**config.mk**
```make
export PLATFORM = sky130hd
export DESIGN_NAME = col_compress_adder
export DESIGN_NICKNAME = d
export VERILOG_FILES = /design/src/rtl/col_compress_pkg.sv /design/src/rtl/tri_counter.sv /design/src/rtl/quad_counter.sv /design/src/rtl/seven_counter.sv /design/src/rtl/row_adder3.sv /design/src/rtl/col_compress_adder.sv
export SDC_FILE = /design/constraint.sdc
export NUM_CORES = 1
export LEC_CHECK = 0
export BUFFER_PORTS_ARGS = -buffer_cell sky130_fd_sc_hd__buf_4
export CAP_MARGIN = 30
export CELL_PAD_IN_SITES_DETAIL_PLACEMENT = 1
export CELL_PAD_IN_SITES_GLOBAL_PLACEMENT = 2
export CORE_MARGIN = 4
export CORE_UTILIZATION = 28
export DETAILED_ROUTE_END_ITERATION = 12
export PLACE_DENSITY_LB_ADDON = 0.1
export SYNTH_ARGS = -nofsm -noshare
export SYNTH_HDL_FRONTEND = slang
export SYNTH_HIERARCHICAL = 1
export SYNTH_SLANG_ARGS = --single-unit
```
**constraint.sdc**
```tcl
create_clock -name vclk -period 3.2
set_input_delay 0.16 -clock vclk [all_inputs]
set_output_delay 0.16 -clock vclk [all_outputs]
set_load 0.1 [all_outputs]
```
**src/rtl/col_compress_pkg.sv**
```systemverilog
package col_compress_pkg;

  // count of ones in three bits, full-adder style: {carry, sum}
  function automatic logic [1:0] fa_count(input logic [2:0] b);
    logic s, c;
    s = b[0] ^ b[1] ^ b[2];
    c = (b[0] & b[1]) | (b[2] & (b[0] ^ b[1]));
    return {c, s};
  endfunction

  // count of ones in four bits, built from two bit-pairs
  function automatic logic [2:0] quad_count(input logic [3:0] b);
    logic pl, gl, ph, gh;
    pl = b[0] ^ b[1];
    gl = b[0] & b[1];
    ph = b[2] ^ b[3];
    gh = b[2] & b[3];
    return {gl & gh, gl ^ gh ^ (pl & ph), pl ^ ph};
  endfunction

endpackage

```
**src/rtl/tri_counter.sv**
```systemverilog
module tri_counter (
  input  logic [2:0] bits,
  output logic [1:0] cnt
);
  import col_compress_pkg::*;

  always_comb cnt = fa_count(bits);
endmodule

```
**src/rtl/quad_counter.sv**
```systemverilog
module quad_counter (
  input  logic [3:0] bits,
  output logic [2:0] cnt
);
  import col_compress_pkg::*;

  always_comb cnt = quad_count(bits);
endmodule

```
**src/rtl/seven_counter.sv**
```systemverilog
module seven_counter (
  input  logic [6:0] bits,
  output logic [1:0] qa,
  output logic [2:0] qb,
  output logic [2:0] q
);
  logic g0, p1, g1, c2;

  tri_counter u_small (
    .bits(bits[2:0]),
    .cnt (qa)
  );

  quad_counter u_large (
    .bits(bits[6:3]),
    .cnt (qb)
  );

  // merge the partial counts with generate/propagate terms
  always_comb begin
    g0 = qa[0] & qb[0];
    p1 = qa[1] ^ qb[1];
    g1 = qa[1] & qb[1];
    c2 = g1 | (p1 & g0);
    q  = {qb[2] | c2, p1 ^ g0, qa[0] ^ qb[0]};
  end
endmodule

```
**src/rtl/row_adder3.sv**
```systemverilog
module row_adder3 #(
  parameter int W = 10
) (
  input  logic [W-1:0] a,
  input  logic [W-1:0] b,
  input  logic [W-1:0] c,
  output logic [W:0]   total
);
  logic [W-1:0] s_row;
  logic [W-1:0] c_row;

  always_comb begin
    s_row = a ^ b ^ c;
    c_row = (a & b) | (c & (a ^ b));
    total = {1'b0, s_row} + {c_row, 1'b0};
  end
endmodule

```
**src/rtl/col_compress_adder.sv**
```systemverilog
module col_compress_adder #(
  parameter int N = 8
) (
  input  logic [N-1:0] op0,
  input  logic [N-1:0] op1,
  input  logic [N-1:0] op2,
  input  logic [N-1:0] op3,
  input  logic [N-1:0] op4,
  input  logic [N-1:0] op5,
  input  logic [N-1:0] op6,
  output logic [N+2:0] sum
);
  localparam int RW = N + 2;

  logic [N-1:0][1:0] col_qa;
  logic [N-1:0][2:0] col_qb;
  logic [N-1:0][2:0] col_q;
  logic [RW-1:0] row0, row1, row2;

  for (genvar i = 0; i < N; i++) begin : g_col
    logic [6:0] col_bits;
    assign col_bits = {op6[i], op5[i], op4[i], op3[i], op2[i], op1[i], op0[i]};

    seven_counter u_cnt (
      .bits(col_bits),
      .qa  (col_qa[i]),
      .qb  (col_qb[i]),
      .q   (col_q[i])
    );
  end

  // realign column counts as weighted rows
  always_comb begin
    row0 = '0;
    row1 = '0;
    row2 = '0;
    for (int i = 0; i < N; i++) begin
      row0[i]     = col_q[i][0];
      row1[i + 1] = col_q[i][1];
      row2[i + 2] = col_q[i][2];
    end
  end

  row_adder3 #(.W(RW)) u_rows (
    .a    (row0),
    .b    (row1),
    .c    (row2),
    .total(sum)
  );
endmodule

```
==> results of run 1 <==
## worst max-delay path, delay by kind of cell
family	cells	cell delay [ns]
buf+inv	3	0.36
compound gates	2	0.59
xor+xnor	1	0.17
fa+ha+maj	5	1.69
simple gates	3	0.45
## cells by family after synthesis
group                    count (synthesis)
XOR/XNOR                                16
AO/OA/AOI/OAI                           11
other                                    1
adder cells (fa/ha/maj)                 76
AND/OR/NAND/NOR                         22
buffers and inverters                   10
## area by class of cell
type,count,share of cell area
multi-input combinational,131,0.708
timing repair buffer,85,0.251
tap,70,0.0291
inverter,10,0.0125
## layer usage
metal	routed length [um]	vias up
li1	-	641
met1	1380	677
met2	2600	43
met3	253	2
met4	27	0
met5	0	-
## timing repair
item                       CTS  global route
setup endpoints to repair    8             8
hold endpoints to repair     0             0
setup buffers                4             1
pin swaps                   37             5
resized for setup           49             6
## per-stage QoR
stage	utilization	setup WS [ns]	cells	area, sq um	setup TNS, ns
finish	0.575	-0.404	296	3010	-1.72
global route	0.575	-0.497	296	3010	-2.55
CTS	0.567	-0.408	295	2970	-1.85
detailed placement	0.504	-0.677	291	2640	-2.97
global placement	0.504	-0.641	291	2640	-2.68
floorplan	-	-0.428	141	1950	-2.35
## how the worst max path moves through the flow
stage / from / end / slack, ns / cells after the start
after floorplan: op0[3] / sum[10] / -0.43 / 11
after global placement: op0[1] / sum[9] / -0.64 / 13
after detailed placement: op0[1] / sum[9] / -0.68 / 13
after CTS: op5[1] / sum[9] / -0.41 / 14
after global routing: op0[0] / sum[9] / -0.50 / 14
final: op0[0] / sum[9] / -0.40 / 14
## cell usage in the layout (no fill, tap or decap)
cell type / Yosys / final
inv_1: 10 / 9
ha_2: 0 / 6
o21a_4: 0 / 1
fa_2: 0 / 8
nor2_2: 0 / 1
buf_6: 0 / 6
xnor2_4: 0 / 6
inv_2: 0 / 1
a21o_1: 3 / 3
buf_8: 0 / 1
nand2_1: 2 / 2
nor2b_4: 1 / 1
o41ai_4: 0 / 1
nand3_4: 0 / 1
nor2_1: 5 / 2
or2_1: 8 / 8
buf_4: 0 / 71
nand3_2: 0 / 2
nor2b_1: 1 / 1
xor2_1: 9 / 6
xor2_2: 0 / 2
nor2_4: 0 / 2
o2111ai_2: 1 / 1
a21oi_4: 0 / 3
fa_1: 27 / 19
conb_1: 1 / 6
ha_1: 49 / 19
ha_4: 0 / 24
a41o_1: 1 / 1
nand3_1: 4 / 1
nor3_1: 1 / 1
xnor2_2: 0 / 1
xor2_4: 0 / 1
o2111ai_4: 0 / 1
buf_12: 0 / 7
==> out/summary.md, run 1 <==
The die is 82.6 um wide. The multiplexer area fraction after synthesis is 0, and the required time of the critical path is 3.04 ns. The design has 0 sequential cells.

The final reports fail on setup timing. Yosys printed 6 warnings. The share of the clock period used by the worst path came out at 1.13. Setup violations remaining at the end of the flow were counted as 8. The highest cell delay on the worst timing path works out to 0.48 ns.

The overall via count from detail_route was 1363; the biggest fanout along the worst timing path was 2. The met1 usage in global routing was 0.132; the post-route worst hold slack was 1.31 ns. For the net count of the finished layout, the log shows 360. Setup repair after global routing could not meet its margin everywhere. Relative to the synthesized area, the layout overhead comes to 93.3%. Counting I/O delays and the setup requirement, the final critical path takes 3.60 ns.

The register area share after synthesis was 0. Overall global routing resource usage: 0.129. Walking the worst path, the cells encountered are buf_6 > fa_1 > ha_2 > fa_2 > or2_1 > fa_2 > inv_2 > fa_2 > nor2b_4 > o2111ai_2 > nand3_2 > o41ai_4 > xnor2_4 > buf_12. The DRC violations left came out at 0. The post-synthesis compound-gate area fraction works out to 0.0658. After detailed routing, the average wire length per cell comes to 14.4 um. Yosys attributes the largest share of cell area to ha_1 39%, fa_1 35%, xor2_1 5.1%, xnor2_1 3.9%, or2_1 3.2%. For the met2 demand-to-capacity share in global routing, the log shows 0.289. The total count of hold-check failures in the final report is 0. In this run, the number of DRC markers left after iteration 0 of detailed routing was 8. The floorplan die height is 82.6 um. The tools report the number of nets with antenna violations after detailed routing as 0. The tools report the routability congestion estimate as 0.690. The tightest min-delay check is of the in2out type.

Summing all multi-input logic gate instances after layout gives 2130 sq um. The number of antenna violations at the first check in global routing is 0. Most frequent cell after synthesis: ha_1. Buffers inserted to repair hold after CTS numbered 0. Counting the clock-network buffers in the layout gives 0. For this design the top-level I/O count stands at 67.

The run gives 0.298 as the initial cell density of the core. The logs give 5240 sq um for the standard cell core area and 1603 for the number of global-route vias before repair. The fraction of layout instances using a drive strength above 1 was 0.655; the area fraction in and, or, nand and nor cells after synthesis was 0.0778.

Source of the worst hold timing path: op1[0]. Number of optimization iterations in the first detailed-route pass: 2. Vias per cell: 4.60. Fill cells in the final layout number 539. The parity-gate share of the synthesized area counting xor and xnor cells came out at 0.0899. By count the netlist is led by 49 x ha_1, 27 x fa_1, 10 x inv_1, 9 x xor2_1, 8 x or2_1.

The mean cell area of the mapped netlist came out at 11.5 sq um. The slack of the critical path was -0.404 ns; the max-capacitance violation count was 0. For the number of antenna diodes, the log shows 0.

The run gives 0 sq um as the footprint of the flip-flops and latches. The most used routing layer in global routing is met2. The run gives 3790 um as the placed wire-length estimate after detailed placement.

The run gives 136 as the count of mapped cells out of synthesis. The run finished, with violations left. Cell at the slowest stage of the critical path: fa_1.

The count of pins over their slew limit was 0; the fmax was 0.277 GHz. Most area-hungry cell type in the Yosys netlist: ha_1. The row count is 26.

Main combinational cell family by area after synthesis: adder cells. Kind of critical path: in2out. The count of buffers from port buffering works out to 67. STA puts the critical path data arrival time at 3.44 ns.

The hold path endpoint is sum[0]. After detailed routing, the total wire length is 4260 um. The worst hold path passes through 7 cells.

The maximum number of pins on one net before global-route repair was 7. In this run the cell area of the synthesized design comes to 1560 sq um. For the number of distinct library cell variants in the gate-level netlist after synthesis, the log shows 21.

The tools report the global routing met3 resource utilization as 0.00651. The top-area cell type share of the netlist area works out to 0.393. STA classifies the critical path endpoint as a primary output. STA classifies the critical path startpoint as an input pin.

The first global-routing pass estimated 6870 um of wire. The area share of fa/ha/maj cells after synthesis works out to 0.740. The residual overflow from global routing is 0. Total die area: 6830 sq um.

Counting stages on the worst path, the most repeated cell is fa_2.
Power of run 1 is not shown: default switching activity piles up to over one toggle a cycle in this logic, so the estimate is an artifact.
==> run 2: changes to the inputs <==
--- a/config.mk
+++ b/config.mk
@@ -13,6 +13,7 @@
 export CORE_UTILIZATION = 28
 export DETAILED_ROUTE_END_ITERATION = 12
 export PLACE_DENSITY_LB_ADDON = 0.1
+export RECOVER_POWER = 25
 export SYNTH_ARGS = -nofsm -noshare
 export SYNTH_HDL_FRONTEND = slang
 export SYNTH_HIERARCHICAL = 1
==> constraint.sdc (replaced) <==
create_clock -name vclk -period 3.1
set_input_delay 0.155 -clock vclk [all_inputs]
set_output_delay 0.155 -clock vclk [all_outputs]
set_load 0.1 [all_outputs]
==> out/summary.md, run 2 (synthesis results as in run 1) <==
Counting I/O delays and the setup requirement, the final critical path takes 3.57 ns. The most common cell after layout, fill and taps aside is buf_4. The count of pins over their slew limit was 0. The filler cells instantiated in the layout total 537. The logs give 0.130 for the overall global routing resource usage and 0 for the quantity of hold-fixing buffers added after cts.

The worst hold path cell count works out to 6. Dividing the detail-routed wire length by the instance count gives 14.2 um. Data on the critical path arrives at its endpoint at 3.42 ns.

In the layout the commonest cells are 68 x buf_4, 22 x ha_1, 21 x ha_4, 21 x fa_1. The net count of the finished layout was 360; the fraction of the core area covered by cells at the end of the flow was 0.562. After global routing the overflow that remains totals 0. The number of global-route vias before repair was 1597. The die is 82.6 um wide.

Summed over all layers, the routed wires come to 4200 um. Launching element type of the critical path: an input pin. The row count was 26; the routability congestion estimate was 0.698. The footprint of the flip-flops and latches is 0 sq um. The tool flagged a number of max-cap violations equal to 0. The source of the worst hold timing path was op2[1]. Nature of the critical path endpoint: a primary output. The worst setup path startpoint was op2[0].

The fraction of layout instances using a drive strength above 1 was 0.624; the worst max-slew margin expressed relative to the limit was 0.228. The final layout contains a sequential cell count of 0. Setup violations remaining at the end of the flow were counted as 9. Routed signal wires occupy layers up through met3. The first TritonRoute pass finished after 2 iterations. The critical path is of the in2out type. The share of the clock period used by the worst path was 1.15; the number of antenna violations at the first check in global routing was 0.

For this block, the via count after detailed routing is 1340. Setup repair after global routing could not meet its margin everywhere. Relative to the synthesized area, the layout overhead comes to 88.8%. The region available for standard cell placement spans 5240 sq um. The detailed router finished its first iteration with 13 violations. The min-delay analysis places its worst path in the category in2out. The number of top-level pins was 67. The initial cell density of the core was 0.298.

The run gives 223 um as the routed length on met3. The count of buffers from port buffering is 67, and the placed wire-length estimate after detailed placement is 3830 um. The slack of the critical path is -0.472 ns.

The logs give 7020 um for the first-pass GRT wire length and 0.280 GHz for the fmax. After detailed routing, the number of remaining DRC violations is 0. For the pin with the worst max-slew slack, the measured transition is 1.16 ns.

The run gives 0 as the total count of hold-check failures in the final report. The required time of the critical path is 2.94 ns. The repair_antennas step left the layout with diodes totalling 0. Wire segments on met2 add up to 2270 um in the final route. The run finished, with violations left.

The detailed router put a total of 1700 um of wire on met1. In the routed layout, each cell is associated on average with a via count of 4.53. The floorplan die height is 82.6 um. The biggest fanout along the worst timing path was 2. The checks that failed: setup timing.

Entering global routing, the biggest net connects 7 pins. The final-layout clock buffer total is 0, and the number of nets with antenna violations after detailed routing is 0. The die covers 6830 sq um.
==> run 2: cell types whose count changed in the layout (fill, tap and decap cells not counted), moves of 2 or more <==
cell / previous run / this run
buf_4: 71 / 68
xor2_1: 6 / 8
fa_1: 19 / 21
fa_2: 8 / 6
xor2_2: 2 / 0
ha_1: 19 / 22
ha_4: 24 / 21
buf_6: 6 / 8
==> run 2: area by class of cell <==
cell class	count	area, sq um	share of cell area
Multi-Input combinational cell	131	2050	0.698
Tap cell	70	87.6	0.0298
Inverter	10	41.3	0.0140
Timing Repair Buffer	85	759	0.258
==> run 2: through the flow <==
stage / setup WS (ns) / TNS (ns) / instances / hold WS [ns] / instance area, sq um
floorplan: -0.518 / -3.07 / 141 / 1.22 / 1950
global placement: -0.709 / -3.66 / 292 / 1.29 / 2650
detailed placement: -0.755 / -3.97 / 292 / 1.30 / 2650
CTS: -0.483 / -2.75 / 294 / 1.30 / 2900
global route: -0.591 / -3.67 / 296 / 1.37 / 2940
finish: -0.472 / -2.79 / 296 / 1.28 / 2940
==> run 2: per-layer routing <==
metal	track usage	vias to the layer above
met5	0	-
met4	0	0
met3	0.00759	0
met2	0.256	43
met1	0.163	654
li1	-	643
==> run 2: critical path: stages <==
cell	delay (ns)
buf_6	0.09
fa_1	0.47
ha_2	0.20
fa_2	0.33
or2_4	0.26
fa_2	0.57
inv_2	0.05
fa_2	0.42
nor2b_4	0.13
o2111ai_2	0.12
nand3_2	0.14
o41ai_4	0.10
xnor2_4	0.17
buf_12	0.19
==> run 2: final timing paths <==
path / endpoint / slack (ns)
hold / removal: sum[1] / 1.28
setup / recovery: sum[9] / -0.47
==> run 2: what timing repair did <==
item,in CTS,in global routing
pin swaps,28,5
resized for setup,40,8
buffers inserted,2,2
endpoints found under the setup margin,9,9
Power of run 2 is left out for the same reason.
